[config.mk]
export PLATFORM = sky130hd
export DESIGN_NAME = irq_ack_tracker
export DESIGN_NICKNAME = d
export VERILOG_FILES = /design/src/rtl/iat_pkg.sv /design/src/rtl/iat_popcount.sv /design/src/rtl/iat_ctrl.sv /design/src/rtl/iat_store.sv /design/src/rtl/irq_ack_tracker.sv
export SDC_FILE = /design/constraint.sdc
export NUM_CORES = 1
export LEC_CHECK = 0
export ABC_CLOCK_PERIOD_IN_PS = 7000
export BUFFER_PORTS_ARGS = -buffer_cell sky130_fd_sc_hd__clkbuf_2
export CORE_MARGIN = 2
export CORE_UTILIZATION = 40
export CTS_CLUSTER_DIAMETER = 30
export DETAILED_ROUTE_END_ITERATION = 10
export MAX_ROUTING_LAYER = met4
export PLACE_DENSITY_LB_ADDON = 0.08
export RECOVER_POWER = 25
export SYNTH_ARGS = -nofsm -noshare
export SYNTH_HDL_FRONTEND = slang
export SYNTH_SLANG_ARGS = --single-unit
[constraint.sdc]
create_clock -name clk -period 7 [get_ports clk]
set_input_delay 1.4 -clock clk [delete_from_list [all_inputs] [get_ports clk]]
set_output_delay 1.4 -clock clk [all_outputs]
set_load 0.02 [all_outputs]
[src/rtl/iat_pkg.sv]
package iat_pkg;

    typedef enum logic [1:0] {
        ST_IDLE,
        ST_WIPE,
        ST_WALK
    } iat_state_e;

    typedef enum logic [2:0] {
        OP_NONE,
        OP_CLEAR,
        OP_DELIVER,
        OP_EOI,
        OP_RESTORE
    } iat_op_e;

endpackage

[src/rtl/iat_popcount.sv]
module iat_popcount #(
    parameter int N = 8,
    parameter int W = $clog2(N) + 1
) (
    input  logic [N-1:0] bits_i,
    output logic [W-1:0] count_o
);

    always_comb begin
        count_o = '0;
        for (int i = 0; i < N; i++) begin
            count_o = count_o + W'(bits_i[i]);
        end
    end

endmodule

[src/rtl/iat_ctrl.sv]
module iat_ctrl
    import iat_pkg::*;
#(
    parameter int NUM_CPU = 8,
    parameter int IDX_W   = $clog2(NUM_CPU)
) (
    input  logic               clk,
    input  logic               rst_n,
    input  logic               clear_i,
    input  logic               deliver_i,
    input  logic               eoi_i,
    input  logic [IDX_W-1:0]   eoi_cpu_i,
    input  logic               restore_one_i,
    input  logic [IDX_W-1:0]   restore_cpu_i,
    input  logic               restore_pend_i,
    input  logic               restore_all_i,
    input  logic [NUM_CPU-1:0] restore_all_pend_i,
    output iat_op_e            op_o,
    output logic [IDX_W-1:0]   op_cpu_o,
    output logic               op_pend_o,
    output logic               busy_o
);

    localparam logic [IDX_W-1:0] LAST_IDX = IDX_W'(NUM_CPU - 1);

    iat_state_e         state_q, state_d;
    logic [IDX_W-1:0]   walk_idx_q;
    logic [NUM_CPU-1:0] snap_q;

    // State register
    always_ff @(posedge clk or negedge rst_n) begin
        if (!rst_n) state_q <= ST_IDLE;
        else        state_q <= state_d;
    end

    // Transitions
    always_comb begin
        state_d = state_q;
        unique case (state_q)
            ST_IDLE: if (!clear_i && restore_all_i) state_d = ST_WIPE;
            ST_WIPE: state_d = clear_i ? ST_IDLE : ST_WALK;
            ST_WALK: if (clear_i || walk_idx_q == LAST_IDX) state_d = ST_IDLE;
            default: state_d = ST_IDLE;
        endcase
    end

    // Walk index and snapshot
    always_ff @(posedge clk or negedge rst_n) begin
        if (!rst_n) begin
            walk_idx_q <= '0;
            snap_q     <= '0;
        end else begin
            if (state_q == ST_IDLE && !clear_i && restore_all_i)
                snap_q <= restore_all_pend_i;
            if (state_q == ST_WALK)
                walk_idx_q <= walk_idx_q + IDX_W'(1);
            else
                walk_idx_q <= '0;
        end
    end

    // Outputs: one operation per cycle for the store
    always_comb begin
        op_o      = OP_NONE;
        op_cpu_o  = '0;
        op_pend_o = 1'b0;
        busy_o    = (state_q != ST_IDLE);
        if (clear_i) begin
            op_o = OP_CLEAR;
        end else begin
            unique case (state_q)
                ST_IDLE: begin
                    if (restore_all_i) begin
                        op_o = OP_NONE;
                    end else if (restore_one_i) begin
                        op_o      = OP_RESTORE;
                        op_cpu_o  = restore_cpu_i;
                        op_pend_o = restore_pend_i;
                    end else if (deliver_i) begin
                        op_o = OP_DELIVER;
                    end else if (eoi_i) begin
                        op_o     = OP_EOI;
                        op_cpu_o = eoi_cpu_i;
                    end
                end
                ST_WIPE: op_o = OP_CLEAR;
                ST_WALK: begin
                    op_o      = OP_RESTORE;
                    op_cpu_o  = walk_idx_q;
                    op_pend_o = snap_q[walk_idx_q];
                end
                default: op_o = OP_NONE;
            endcase
        end
    end

endmodule

[src/rtl/iat_store.sv]
module iat_store
    import iat_pkg::*;
#(
    parameter int NUM_CPU = 8,
    parameter int IDX_W   = $clog2(NUM_CPU),
    parameter int CNT_W   = $clog2(NUM_CPU) + 1
) (
    input  logic               clk,
    input  logic               rst_n,
    input  iat_op_e            op_i,
    input  logic [IDX_W-1:0]   cpu_i,
    input  logic               pend_i,
    input  logic [NUM_CPU-1:0] accept_map_i,
    output logic [CNT_W-1:0]   cnt_o,
    output logic [NUM_CPU-1:0] map_o,
    output logic               err_o
);

    localparam logic [CNT_W-1:0] CNT_MAX = '1;

    logic [CNT_W-1:0]   cnt_q, cnt_d, accept_cnt;
    logic [NUM_CPU-1:0] map_q, map_d;
    logic               err_q, err_d;

    iat_popcount #(.N(NUM_CPU), .W(CNT_W)) u_pop (
        .bits_i  (accept_map_i),
        .count_o (accept_cnt)
    );

    always_comb begin
        cnt_d = cnt_q;
        map_d = map_q;
        err_d = 1'b0;
        unique case (op_i)
            OP_CLEAR: begin
                cnt_d = '0;
                map_d = '0;
            end
            OP_DELIVER: begin
                err_d = (cnt_q != '0);
                cnt_d = accept_cnt;
                map_d = map_q | accept_map_i;
            end
            OP_EOI: begin
                if (map_q[cpu_i]) begin
                    map_d[cpu_i] = 1'b0;
                    if (cnt_q == '0) err_d = 1'b1;
                    else             cnt_d = cnt_q - CNT_W'(1);
                end
            end
            OP_RESTORE: begin
                if (pend_i != map_q[cpu_i]) begin
                    map_d[cpu_i] = pend_i;
                    if (pend_i) begin
                        if (cnt_q != CNT_MAX) cnt_d = cnt_q + CNT_W'(1);
                    end else if (cnt_q == '0) begin
                        err_d = 1'b1;
                    end else begin
                        cnt_d = cnt_q - CNT_W'(1);
                    end
                end
            end
            default: ;
        endcase
    end

    always_ff @(posedge clk or negedge rst_n) begin
        if (!rst_n) begin
            cnt_q <= '0;
            map_q <= '0;
            err_q <= 1'b0;
        end else begin
            cnt_q <= cnt_d;
            map_q <= map_d;
            err_q <= err_d;
        end
    end

    assign cnt_o = cnt_q;
    assign map_o = map_q;
    assign err_o = err_q;

endmodule

[src/rtl/irq_ack_tracker.sv]
module irq_ack_tracker
    import iat_pkg::*;
#(
    parameter int NUM_CPU = 8,
    parameter int IDX_W   = $clog2(NUM_CPU),
    parameter int CNT_W   = $clog2(NUM_CPU) + 1
) (
    input  logic               clk,
    input  logic               rst_n,
    input  logic               clear_i,
    input  logic               deliver_i,
    input  logic [NUM_CPU-1:0] deliver_map_i,
    input  logic               eoi_i,
    input  logic [IDX_W-1:0]   eoi_cpu_i,
    input  logic               restore_one_i,
    input  logic [IDX_W-1:0]   restore_cpu_i,
    input  logic               restore_pend_i,
    input  logic               restore_all_i,
    input  logic [NUM_CPU-1:0] restore_all_pend_i,
    output logic               coalesce_o,
    output logic [CNT_W-1:0]   pending_cnt_o,
    output logic [NUM_CPU-1:0] dest_map_o,
    output logic               busy_o,
    output logic               err_o
);

    iat_op_e          op;
    logic [IDX_W-1:0] op_cpu;
    logic             op_pend;

    iat_ctrl #(.NUM_CPU(NUM_CPU), .IDX_W(IDX_W)) u_ctrl (
        .clk                (clk),
        .rst_n              (rst_n),
        .clear_i            (clear_i),
        .deliver_i          (deliver_i),
        .eoi_i              (eoi_i),
        .eoi_cpu_i          (eoi_cpu_i),
        .restore_one_i      (restore_one_i),
        .restore_cpu_i      (restore_cpu_i),
        .restore_pend_i     (restore_pend_i),
        .restore_all_i      (restore_all_i),
        .restore_all_pend_i (restore_all_pend_i),
        .op_o               (op),
        .op_cpu_o           (op_cpu),
        .op_pend_o          (op_pend),
        .busy_o             (busy_o)
    );

    iat_store #(.NUM_CPU(NUM_CPU), .IDX_W(IDX_W), .CNT_W(CNT_W)) u_store (
        .clk          (clk),
        .rst_n        (rst_n),
        .op_i         (op),
        .cpu_i        (op_cpu),
        .pend_i       (op_pend),
        .accept_map_i (deliver_map_i),
        .cnt_o        (pending_cnt_o),
        .map_o        (dest_map_o),
        .err_o        (err_o)
    );

    assign coalesce_o = (pending_cnt_o != '0);

endmodule

; After elaboration in Yosys (flattened, before gate mapping)
; Cells that the tools add are included.
[classes]
addsub = 10
magnitude_cmp = 3
n_eq_ne = 14
muxes = 42
bitwise_logic = 3
n_reduce_logical = 14
[ops]
columns = operator, n
row1 = case mux 8 bit (4 select lines), 1
row2 = two-way mux 3 bit, 10
row3 = two-way mux 4 bit, 5
row4 = adder 4 x 1 -> 4 bit, 4
row5 = two-way mux 8 bit, 2
row6 = case mux 4 bit (4 select lines), 1
row7 = two-way mux 1 bit, 10
row8 = case mux 3 bit (3 select lines), 1
row9 = bitwise AND 8 bit, 1
row10 = bitwise mux 8 bit, 1
row11 = less-than comparator 3 x 4 -> 1 bit (second input constant), 2
row12 = two-way mux 2 bit, 4
row13 = != test 2 x 1 -> 1 bit (second input constant), 4
row14 = inverter 8 bit, 1
row15 = bitwise OR 8 bit, 1
row16 = nonzero test 4 bit, 2
row17 = binary-select mux 1 bit (select 3 bit), 2
row18 = == test 3 x 2 -> 1 bit (second input constant), 2
row19 = == test 3 bit (second input constant), 2
row20 = case mux 2 bit (3 select lines), 1
row21 = case mux 3 bit (2 select lines), 1
row22 = adder 3 x 1 -> 4 bit, 1
row23 = adder 4 x 1 -> 4 bit (second input constant), 1
row24 = logical AND 1 bit, 4
row25 = other kinds (22), 22
[word_totals]
reg_bits = 26
input_bits = 30
output_inout_bits = 15
wordCells = 92

; Logic depth before layout (Yosys ltp)
; Gate-level depths: netlist of run 1.
[depth]
ltp_word = 14
depth_mapped = 11
ltp_nobuf = 11

; By module
; Synthesis of run 1 repeated with hierarchy kept, for this count alone.
[hier_totals]
cells_unflattened = 230
area_unflattened_um2 = 2102.0
[modules_own_cells]
columns = module, instances, cells_each, area_each_um2, seq_area_each_um2
row1 = iat_store, 1, 135, 1089.8, 325.3
row2 = iat_ctrl, 1, 70, 814.5, 325.3
row3 = iat_popcount, 1, 24, 190.2, 0.0
row4 = irq_ack_tracker, 1, 1, 7.5, 0.0

; Worst setup path after synthesis of run 1
; Ideal clock, no wire load.
[synth_path]
path_kind = input -> register
from = input port deliver_map_i[0]
to = register u_store.cnt_q[2], in the netlist u_store.cnt_o[2]
setup_ns = 0.121
arrival_time_ns = 3.990
required_ns = 6.879
setup_slack_ns = 2.889
path_stages = 11
path_buffers = 0
cell_sequence = fa_1 inv_1 fa_1 fa_1 inv_1 ha_1 inv_1 fa_1 xor2_1 o221ai_1 a22o_1
[synth_via]
elab_chain_len = 8
[synth_rtl]
columns = item, line
row1 = start: declaration, irq_ack_tracker.sv:12  ; input logic [NUM_CPU-1:0] deliver_map_i,
row2 = adder 1 x 1 -> 2 bit, iat_popcount.sv:12  ; count_o = count_o + W'(bits_i[i]);
row3 = adder 2 x 1 -> 3 bit, iat_popcount.sv:12
row4 = adder 3 x 1 -> 4 bit, iat_popcount.sv:12
row5 = adder 4 x 1 -> 4 bit (4 in a row), iat_popcount.sv:12
row6 = case mux 4 bit (4 select lines), iat_store.sv:34  ; unique case (op_i)
row7 = end signal: assignment, iat_store.sv:73  ; cnt_q <= cnt_d;
row8 = end: declaration, iat_store.sv:21  ; logic [CNT_W-1:0] cnt_q, cnt_d, accept_cnt;
; Every way passes these cells.
; A chain may end at the register's enable or synchronous reset.

; Worst setup path after layout of run 1
[layout_path]
from = input port clear_i
to = register u_store.map_q[1], in the netlist u_store.map_o[1]
[layout_via]
elab_chain_len = 9
elab_cells_between_ends = 25
cone_classes = 2 x order compare / 7 x eq/ne / 11 x mux / 2 x bitwise / 3 x reduce/logical
[layout_rtl]
columns = item, line
row1 = start: declaration, irq_ack_tracker.sv:10  ; input logic clear_i,
row2 = two-way mux 3 bit, iat_ctrl.sv:68  ; if (clear_i) begin
row3 = less-than comparator 3 x 4 -> 1 bit (not written as such) or greater-or-equal comparator 3 x 1 -> 1 bit (tied branches), "iat_store.sv:46, iat_store.sv:53"
row4 = logical AND 1 bit (not written as such), "iat_store.sv:46, iat_store.sv:53"
row5 = two-way mux 1 bit (not written as such), "iat_store.sv:46, iat_store.sv:53"
row6 = demux 1 bit (select 3 bit), -
row7 = inverter 8 bit (no source line), -
row8 = bitwise AND 8 bit (no source line), -
row9 = two-way mux 8 bit, iat_store.sv:45  ; if (map_q[cpu_i]) begin
row10 = case mux 8 bit (4 select lines), iat_store.sv:34
row11 = end signal: assignment, iat_store.sv:74  ; map_q <= map_d;
row12 = end: declaration, iat_store.sv:22  ; logic [NUM_CPU-1:0] map_q, map_d;
; Parallel ways exist; a longest one is shown, timed or not. The select of a mux whose other input is x is not followed.

==> results of run 1 <==
## power groups by stage
| stage | Sequential [mW] | Clock, mW | Combinational, mW |
|---|---|---|---|
| 2_1_floorplan | 0.216 | 0 | 0.137 |
| 3_3_place_gp | 0.208 | 0 | 0.206 |
| 3_5_place_dp | 0.208 | 0 | 0.207 |
| 4_1_cts | 0.205 | 0.108 | 0.208 |
| 5_1_grt | 0.210 | 0.114 | 0.234 |
| 6_report | 0.204 | 0.105 | 0.206 |
## critical path, delay by kind of cell
| family | cells | cell delay (ps) |
|---|---|---|
| AO/OA/AOI/OAI | 3 | 620 |
| buffers and inverters | 1 | 250 |
| multiplexers | 1 | 480 |
| AND/OR/NAND/NOR | 5 | 1440 |
## metrics by stage
stage	instance area (um^2)	total power, mW	utilization, %	hold slack [ps]
2_1_floorplan	2140	0.353	-	475
4_1_cts	2440	0.520	47.5	518
6_report	2440	0.515	47.4	511
5_1_grt	2440	0.558	47.4	527
3_3_place_gp	2390	0.414	46.4	487
3_5_place_dp	2390	0.414	46.4	495
## worst max-delay path by stage
stage	start	end	slack, ps	cells past startpoint
floorplan	deliver_map_i[0]	u_store.cnt_o[2]	2890	11
global placement	deliver_map_i[0]	u_store.cnt_o[2]	2740	12
detailed placement	deliver_map_i[0]	u_store.cnt_o[2]	2660	12
CTS	deliver_map_i[0]	u_store.cnt_o[2]	2970	12
global route	clear_i	u_store.map_o[1]	2800	8
finish	clear_i	u_store.map_o[1]	2980	10
## registers in the layout, indices dropped and copies added (netlist names)
name               count
u_store.err_o          1
u_store.cnt_o          4
u_ctrl.state_q         2
u_store.map_o          8
u_ctrl.snap_q          8
u_ctrl.walk_idx_q      3
## cells by family after synthesis
logic type	Yosys count	synth area share (%)
mux	15	8.94
fa+ha+maj	11	7.83
compound gates	62	20.4
simple gates	92	25.3
xor+xnor	2	0.818
buf+inv	23	6.31
flops	26	30.4
## routing by layer
metal	vias to the layer above	GRT usage, %
met2	52	31.8
met4	0	4.11
met1	898	28.7
met5	-	-
met3	4	2.47
li1	950	-
## area by class of cell
cell class                 count  area, um^2
multi-input combinational    182        1360
sequential                    26         651
timing repair buffer          46         233
clock buffer                   4        55.1
fill                         555        2700
tap                           70        87.6
inverter                      15        56.3
## placed cells by master (no fill, tap or decap), drive strengths merged, types with 2 or more instances in the layout
master,n
a21o,2
a21oi,11
a22o,4
a22oi,3
a311o,2
a31oi,8
and2,5
and3,2
buf,2
clkbuf,48
dfrtp,26
fa,4
ha,7
inv,15
mux2,10
mux2i,3
mux4,2
nand2,18
nand3,2
nand4b,2
nor2,24
nor2b,3
nor3,11
nor3b,6
nor4,3
nor4bb,2
o211ai,2
o21ai,16
o221a,2
o32ai,2
or2,2
or3,3
or3b,2
==> flow_summary.ini, run 1 <==
[placed_design]
numPortBuffers = 44
hpwl_um = 4190
dp_slack_ps = 2660
dpl.cell_count = 339
gp_congestion = 0.840

[finish]
nets = 315
drive_above_1_share_pct = 30.0
diodes = 0
area_delta_synth_final_pct = 13.8
stdcell_count = 343

[cts]
hold_buffers = 0
path_clk_slew_ps = 110
clk_latency_ps = 290
cts_sinks = 26
htreeDepth = 1
cts-root-buf = clkbuf_8
cts_tree = built
cts_buffer_depth = 2
cts-buffers-inserted = 3
cts-resized-gates = 0
cts_setup_buffers = 0

[floorplan]
core_area_um2 = 5140
rows = 26
ios = 45
die-area_um2 = 5960
die_y_um = 77.2
start_util_pct = 41.7
die_x_um = 77.2

[route]
m1WireLength_um = 2680
routedWlPerCell_um = 15.9
drt_pass1_iterations = 4
drc_errors = 0
ant_nets = 0
wirelength_um = 5450
wl_met2_um = 2520
vias = 1904
vias_per_cell = 5.55
wl_met3_um = 210
drtIter0Drc = 115
top_layer_used = met4

[logic_synthesis]
synthMostInstantiatedCell = dfrtp_1
synth_ff_type = dfrtp_1
synth.yosys.seq_area_share_pct = 30.4
postSynthAreaPerCell_um2 = 9.27
synth_seq_cells = 26
yosysWarningCount = 0
yosysTopAreaCell = dfrtp_1
synth.area.top_cells = dfrtp_1 30%, mux2_2 5.3%, nor2_1 4.2%
async_flop_share_pct = 100
synth_fp_nets = 272
ys_top_cells_by_count = 26 x dfrtp_1, 24 x nor2_1, 17 x nand2_1
synth_edf_count = 0
synth_top_area_share_pct = 30.4
synth_area_um2 = 2140
syn_inst = 231
ys_types = 66

[setup_path]
path_class = input pin to flip-flop
slowest_stage = or4_4
path_cells = clkbuf_1 > or4_4 > a21oi_4 > nor3b_1 > or4b_1 > o221a_2 > nand2_4 > mux2i_2 > nor2_1 > o22a_1
regToRegEndpoint = u_store.map_o[1]
critPathMaxStageDelay_ps = 610
startpoint_type = input pin
r2r_setup_slack_ps = 3960
crit_path_end_kind = flip-flop
worstPathArrival_ps = 4210
cp_max_fo = 12
r2r_cells = 9
required_ps = 7190
r2r-start = u_ctrl.state_q[1]

[power]
powerDensity_nw_per_um2 = 211
p_sw_share_pct = 38.7
p_sw_mw = 0.200
p_clk_share_pct = 20.4
intPower_mw = 0.316
peakVddDrop_mv = 0.0935
power_frac_comb_pct = 40.0
p_leak_nw = 1.09
seq_power_share_pct = 39.6

[timing]
slew_headroom_pct = -4.55
setup_tns_ps = 0
setup_ws_ps = 2980
finalCritPeriodShare_pct = 57.4
fmax_mhz = 249
rsz0062_at_grt = false
tightest_slew_ps = 1570
finalCriticalPeriod_ps = 4020
slew_viol_final = 27
finalHoldViolations = 0
setup_viol = 0
skew_ps = 18.3

[global_routing]
gr-total-overflow = 0
antenna_found_initial = 0
grt_use_total_pct = 20.4
first_global_vias = 1925
grt_pass1_wl_um = 9560
grt_max_degree = 27

[run_status]
violations = capacitance limit, slew limit
status = finished, violations left

[worst_hold_path]
min_to = u_ctrl.snap_q[1]
min-delay-start = u_ctrl.snap_q[1]
hold_path_class = flip-flop to flip-flop
hold_path_depth = 1

[job]
maxCapViolCount = 1
Power figures use the tool's default switching activity.
==> run 2, diff against run 1 <==
ABC_CLOCK_PERIOD_IN_PS = 3300   (was 7000)
clock period = 3.3 ns   (was 7 ns; I/O delays follow)
==> run 2 against run 1 <==
The flow finishes with violations (capacitance limit). Cell count increased by 3.5%. Worst hold slack improved by 4.2 ps. Combinational power up 120%. Clock-buffer cell count down 1. First-iteration DRC count increased by 7.8%. Critical path depth increased by 2. Core utilization rose by 2.2 points. Clock power rose to 2.6 times the previous value. Via count increased by 0.11%. Total power is 120% higher. Sequential power increased by 110%.
==> flow_summary.ini, run 2 (same netlist as run 1, synthesis figures left out) <==
[run_status]
violations = capacitance limit
status = finished, violations left

[placed_design]
numPortBuffers = 44
place_area_um2 = 2480
hpwl_um = 4180
dp_slack_ps = -224
dpl.cell_count = 351
gp_congestion = 0.821

[setup_path]
critPathMaxStageDelay_ps = 530
slowest_stage = fa_1
endpoint = u_store.cnt_o[2]
path_cells = clkbuf_2 > fa_1 > inv_1 > fa_1 > fa_1 > inv_1 > ha_2 > inv_1 > fa_2 > xor2_1 > o221ai_1 > a22o_1
cp_max_fo = 2
crit_path_end_kind = flip-flop
worstPathArrival_ps = 3370
r2r_setup_slack_ps = 360
regToRegEndpoint = u_store.map_o[1]
startpoint_type = input pin
required_ps = 3470
r2r_cells = 9
path_class = input pin to flip-flop
critPathLaunch = deliver_map_i[0]
r2r-start = u_ctrl.state_q[1]

[power]
intPower_mw = 0.737
p_sw_share_pct = 36.3
power_mw = 1.16
seq_power_share_pct = 37.5
p_leak_nw = 1.16
p_sw_mw = 0.419
powerDensity_nw_per_um2 = 453
power_frac_comb_pct = 38.9
p_clk_share_pct = 23.5
peakVddDrop_mv = 0.261

[cts]
htreeDepth = 1
cts-buffers-inserted = 3
hold_buffers = 0
path_clk_slew_ps = 100
cts_sinks = 26
cts_tree = built
clk_latency_ps = 270
cts-root-buf = clkbuf_8
cts_buffer_depth = 2

[route]
drtIter0Drc = 124
drt_pass1_iterations = 4
drc_errors = 0
wirelength_um = 5440
ant_nets = 0
vias = 1906
routedWlPerCell_um = 15.3
vias_per_cell = 5.37

[timing]
slew_headroom_pct = 0.454
skew_ps = 3.07
finalCritPeriodShare_pct = 97.0
setup_tns_ps = 0
finalCriticalPeriod_ps = 3200
finalHoldViolations = 0
fmax_mhz = 312
setup_viol = 0
rsz0062_at_grt = false
tightest_slew_ps = 1490
slew_viol_final = 0
hold_slack_ps = 515
setup_ws_ps = 98.9

[global_routing]
antenna_found_initial = 0
grt_use_total_pct = 19.9
grt_pass1_wl_um = 9380
grt_max_degree = 27
gr-total-overflow = 0
first_global_vias = 1828

[finish]
post-route-cell-area_um2 = 2550
seqCellArea_um2 = 651
nets = 327
finish.utilization_pct = 49.6
multi_input_area_um2 = 1360
final_cell_mix = 43 x clkbuf_2, 26 x dfrtp_1, 24 x nor2_1, 17 x nand2_1
stdcell_count = 355
fillerInstances = 535
diodes = 0
layout_commonest_cell = clkbuf_2
drive_above_1_share_pct = 34.0
area_delta_synth_final_pct = 19.1

[floorplan]
ios = 45
die-area_um2 = 5960
rows = 26
die_x_um = 77.2
die_y_um = 77.2
core_area_um2 = 5140
start_util_pct = 41.7

[worst_hold_path]
hold_path_class = flip-flop to flip-flop

[job]
maxCapViolCount = 1
[run 2: critical path: cells and delay by family]
family                   cells  cell delay [ps]
buffers and inverters        4              260
XOR/XNOR                     1              140
AO/OA/AOI/OAI                2              380
adder cells (fa/ha/maj)      5             1930
[run 2: how the worst min path moves through the flow]
stage	from	end	slack, ps	cells after the start
final	u_ctrl.snap_q[5]	u_ctrl.snap_q[5]	510	1
after global routing	u_ctrl.snap_q[1]	u_ctrl.snap_q[1]	530	1
after CTS	rst_n	u_store.map_o[6]	440	1
after detailed placement	u_ctrl.snap_q[5]	u_ctrl.snap_q[5]	500	1
after global placement	u_ctrl.snap_q[0]	u_ctrl.snap_q[0]	490	1
after floorplan	rst_n	u_ctrl.snap_q[0]	360	0
[run 2: repair_timing]
| action | 4_1_cts | 5_1_grt |
|---|---|---|
| resized for setup | 0 | 1 |
| setup endpoints to repair | 0 | 1 |
| setup buffers | 0 | 0 |
[run 2: area by class of cell]
type	count	area share (%)
clock buffers	3	1.62
well taps	70	3.43
multi-input cells	182	53.4
inverters	15	2.21
flip-flops and latches	26	25.5
clock inverters	1	1.18
repair buffers	58	12.7
[run 2: power groups by stage]
stage	Combinational [mW]	Clock, mW	Sequential (mW)
after detailed placement	0.452	0	0.441
after global placement	0.450	0	0.440
final	0.450	0.272	0.434
after floorplan	0.292	0	0.457
after global routing	0.509	0.297	0.445
after CTS	0.454	0.286	0.434
[run 2: metal layers]
metal	GRT usage (%)	share of wire, %
met1	29.8	50
met2	29.1	44
met3	2.82	5.3
met4	3.21	0.46
met5	-	0
==> run 3, diff against run 2 <==
SYNTH_HIERARCHICAL = 1   (was not set)
==> run 3 against run 2 <==
The run now ends clean. Critical path depth unchanged. Clock skew increased by 0.68 ps. Core utilization increased by 0.19 points. Wire length decreased by 9.3%. Synthesized area decreased by 1.9%. Clock-buffer cell count unchanged. Total power decreased by 22%. Sequential share of layout area increased by 0.23 points. Non-clock buffer count decreased by 1. Global-route usage decreased by 1.7 points. Cell count decreased by 1.1%. Register-to-register slack improved by 250 ps. Critical path type unchanged. Largest cell class unchanged.
==> flow_summary.ini, run 3 <==
[worst_hold_path]
hold_path_class = flip-flop to flip-flop

[timing]
skew_ps = 3.75
setup_viol = 0
tightest_slew_ps = 1440
finalCriticalPeriod_ps = 3160
finalCritPeriodShare_pct = 95.8
slew_headroom_pct = 4.31
fmax_mhz = 316
slew_viol_final = 0
finalHoldViolations = 0
rsz0062_at_grt = false
setup_tns_ps = 0
hold_slack_ps = 519

[logic_synthesis]
synth_fp_nets = 271
synth_seq_cells = 26
synth_ff_type = dfrtp_1
syn_inst = 230
yosys.area_share.simple_pct = 19.9
synth_xor_area_share_pct = 1.67
synth_compound_area_share_pct = 21.5
yosysWarningCount = 6
synth_area_um2 = 2100
synthMuxAreaShare_pct = 11.1
yosysTopAreaCell = dfrtp_1
synth_top_family_by_area = compound AO/OA/AOI/OAI gates
postSynthAreaPerCell_um2 = 9.14
ys_types = 53
synth.area.top_cells = dfrtp_1 31%, o21ai_0 6.2%, mux2_4 5.7%
synth.yosys.seq_area_share_pct = 31.0
async_flop_share_pct = 100
synthAdderAreaFrac_pct = 7.98
synth_top_area_share_pct = 31.0
synth_edf_count = 0
ys_top_cells_by_count = 26 x dfrtp_1, 26 x o21ai_0, 20 x nor2_1

[floorplan]
ios = 45
core_area_um2 = 5070
start_util_pct = 41.4
die_y_um = 76.5
die_x_um = 76.5
rows = 26
die-area_um2 = 5850

[cts]
cts_tree = built
cts_sinks = 26
hold_buffers = 0
clk_latency_ps = 280
cts-buffers-inserted = 3
cts-root-buf = clkbuf_8
htreeDepth = 1
cts_buffer_depth = 2
cts_setup_buffers = 0
path_clk_slew_ps = 90

[global_routing]
first_global_vias = 1770
met2_usage_pct = 26.3
top_usage_layer = met1
grt_use_total_pct = 18.2
grt_max_degree = 27
grt_use_met3_pct = 2.13
globalRouteMet1Util_pct = 27.4
grt_pass1_wl_um = 8590
gr-total-overflow = 0
antenna_found_initial = 0

[route]
ant_nets = 0
vias_per_cell = 5.21
drt_pass1_iterations = 4
wirelength_um = 4940
drtIter0Drc = 74
vias = 1828
drc_errors = 0
routedWlPerCell_um = 14.1

[finish]
area_delta_synth_final_pct = 20.3
layout_commonest_cell = clkbuf_2
diodes = 0
nets = 323
final_cell_mix = 43 x clkbuf_2, 26 x o21ai_0, 26 x dfrtp_1, 20 x nor2_1, 19 x inv_1
drive_above_1_share_pct = 30.2
fillerInstances = 505

[setup_path]
path_cells = clkbuf_2 > inv_1 > fa_1 > fa_1 > fa_1 > inv_1 > ha_1 > inv_1 > fa_1 > inv_1 > a221oi_2 > o2bb2ai_1
required_ps = 3460
cp_max_fo = 2
path_class = input pin to flip-flop
critPathMaxStageDelay_ps = 550
worstPathArrival_ps = 3320
startpoint_type = input pin
crit_path_end_kind = flip-flop
slowest_stage = fa_1

[power]
p_leak_nw = 1.19
power_mw = 0.898
peakVddDrop_mv = 0.165
powerDensity_nw_per_um2 = 355

[placed_design]
numPortBuffers = 44
hpwl_um = 3740
gp_congestion = 0.869

[job]
maxCapViolCount = 0

[run_status]
status = complete, no violations
==> run 3: cell types whose count changed after synthesis, moves of 4 or more <==
cell | before | now
buf_2 | 0 | 4
nor2_1 | 24 | 20
o21ai_1 | 0 | 8
o21ai_0 | 15 | 26
a31oi_1 | 8 | 1
nor2b_1 | 3 | 8
inv_1 | 15 | 19
a22o_1 | 4 | 0
nor3_1 | 11 | 4
mux2_4 | 0 | 8
mux2_2 | 10 | 3
==> run 3: layout make-up <==
type / instances / area (um^2) / area share, %
Multi-Input combinational cell: 175 / 1320 / 52.2
Sequential cell: 26 / 651 / 25.7
Timing Repair Buffer: 57 / 329 / 13.0
Tap cell: 70 / 87.6 / 3.46
Inverter: 19 / 71.3 / 2.82
Clock buffer: 3 / 41.3 / 1.63
Clock inverter: 1 / 30.0 / 1.19
==> run 3: kinds of logic after synthesis <==
| family | Yosys count |
|---|---|
| buf+inv | 29 |
| xor+xnor | 4 |
| flops | 26 |
| simple gates | 75 |
| compound gates | 69 |
| fa+ha+maj | 11 |
| mux | 16 |
==> run 3: through the flow <==
stage                     worst slack [ps]  instances  instance area [um^2]  utilization (%)
final                                  137        351                  2530             49.8
after global routing                  6.70        351                  2530             49.8
after CTS                              103        351                  2520             49.6
after detailed placement              -194        347                  2450             48.2
after global placement                -145        347                  2450             48.2
after floorplan                       13.7        230                  2100                -
==> run 3: final timing paths <==
kind,startpoint,to,slack (ps),cells after the start
max in group asynchronous,rst_n,u_ctrl/walk_idx_q[0],1760,1
min in group asynchronous,rst_n,u_store/err_o,700,1
min reg2reg,u_ctrl/snap_q[2],u_ctrl/snap_q[2],520,1
min,u_ctrl/snap_q[2],u_ctrl/snap_q[2],520,1
max,deliver_map_i[0],u_store/cnt_o[1],140,12
max reg2reg,u_ctrl/state_q[1],u_store/cnt_o[3],610,11
==> run 3: critical path: cells and delay by family <==
kind	cells	cell delay (ps)
adder cells (fa/ha/maj)	5	2030
AO/OA/AOI/OAI	2	320
buffers and inverters	5	300
==> run 3: metal layers <==
layer / share of wire (%) / up-vias
met3: 3.5 / 5
met2: 42 / 44
met1: 54 / 856
met4: 0.89 / 0
li1: - / 923
met5: 0 / -
==> run 3: report_power, final <==
part / internal [mW] / switching, mW
Clock: 0.163 / 0.108
Sequential: 0.346 / 0.0214
Combinational: 0.127 / 0.133
Total: 0.636 / 0.262
==> run 3: repair_timing <==
item	in CTS	in global routing
gates resized for setup	0	2
setup endpoints to repair	0	2
hold endpoints to repair	0	0
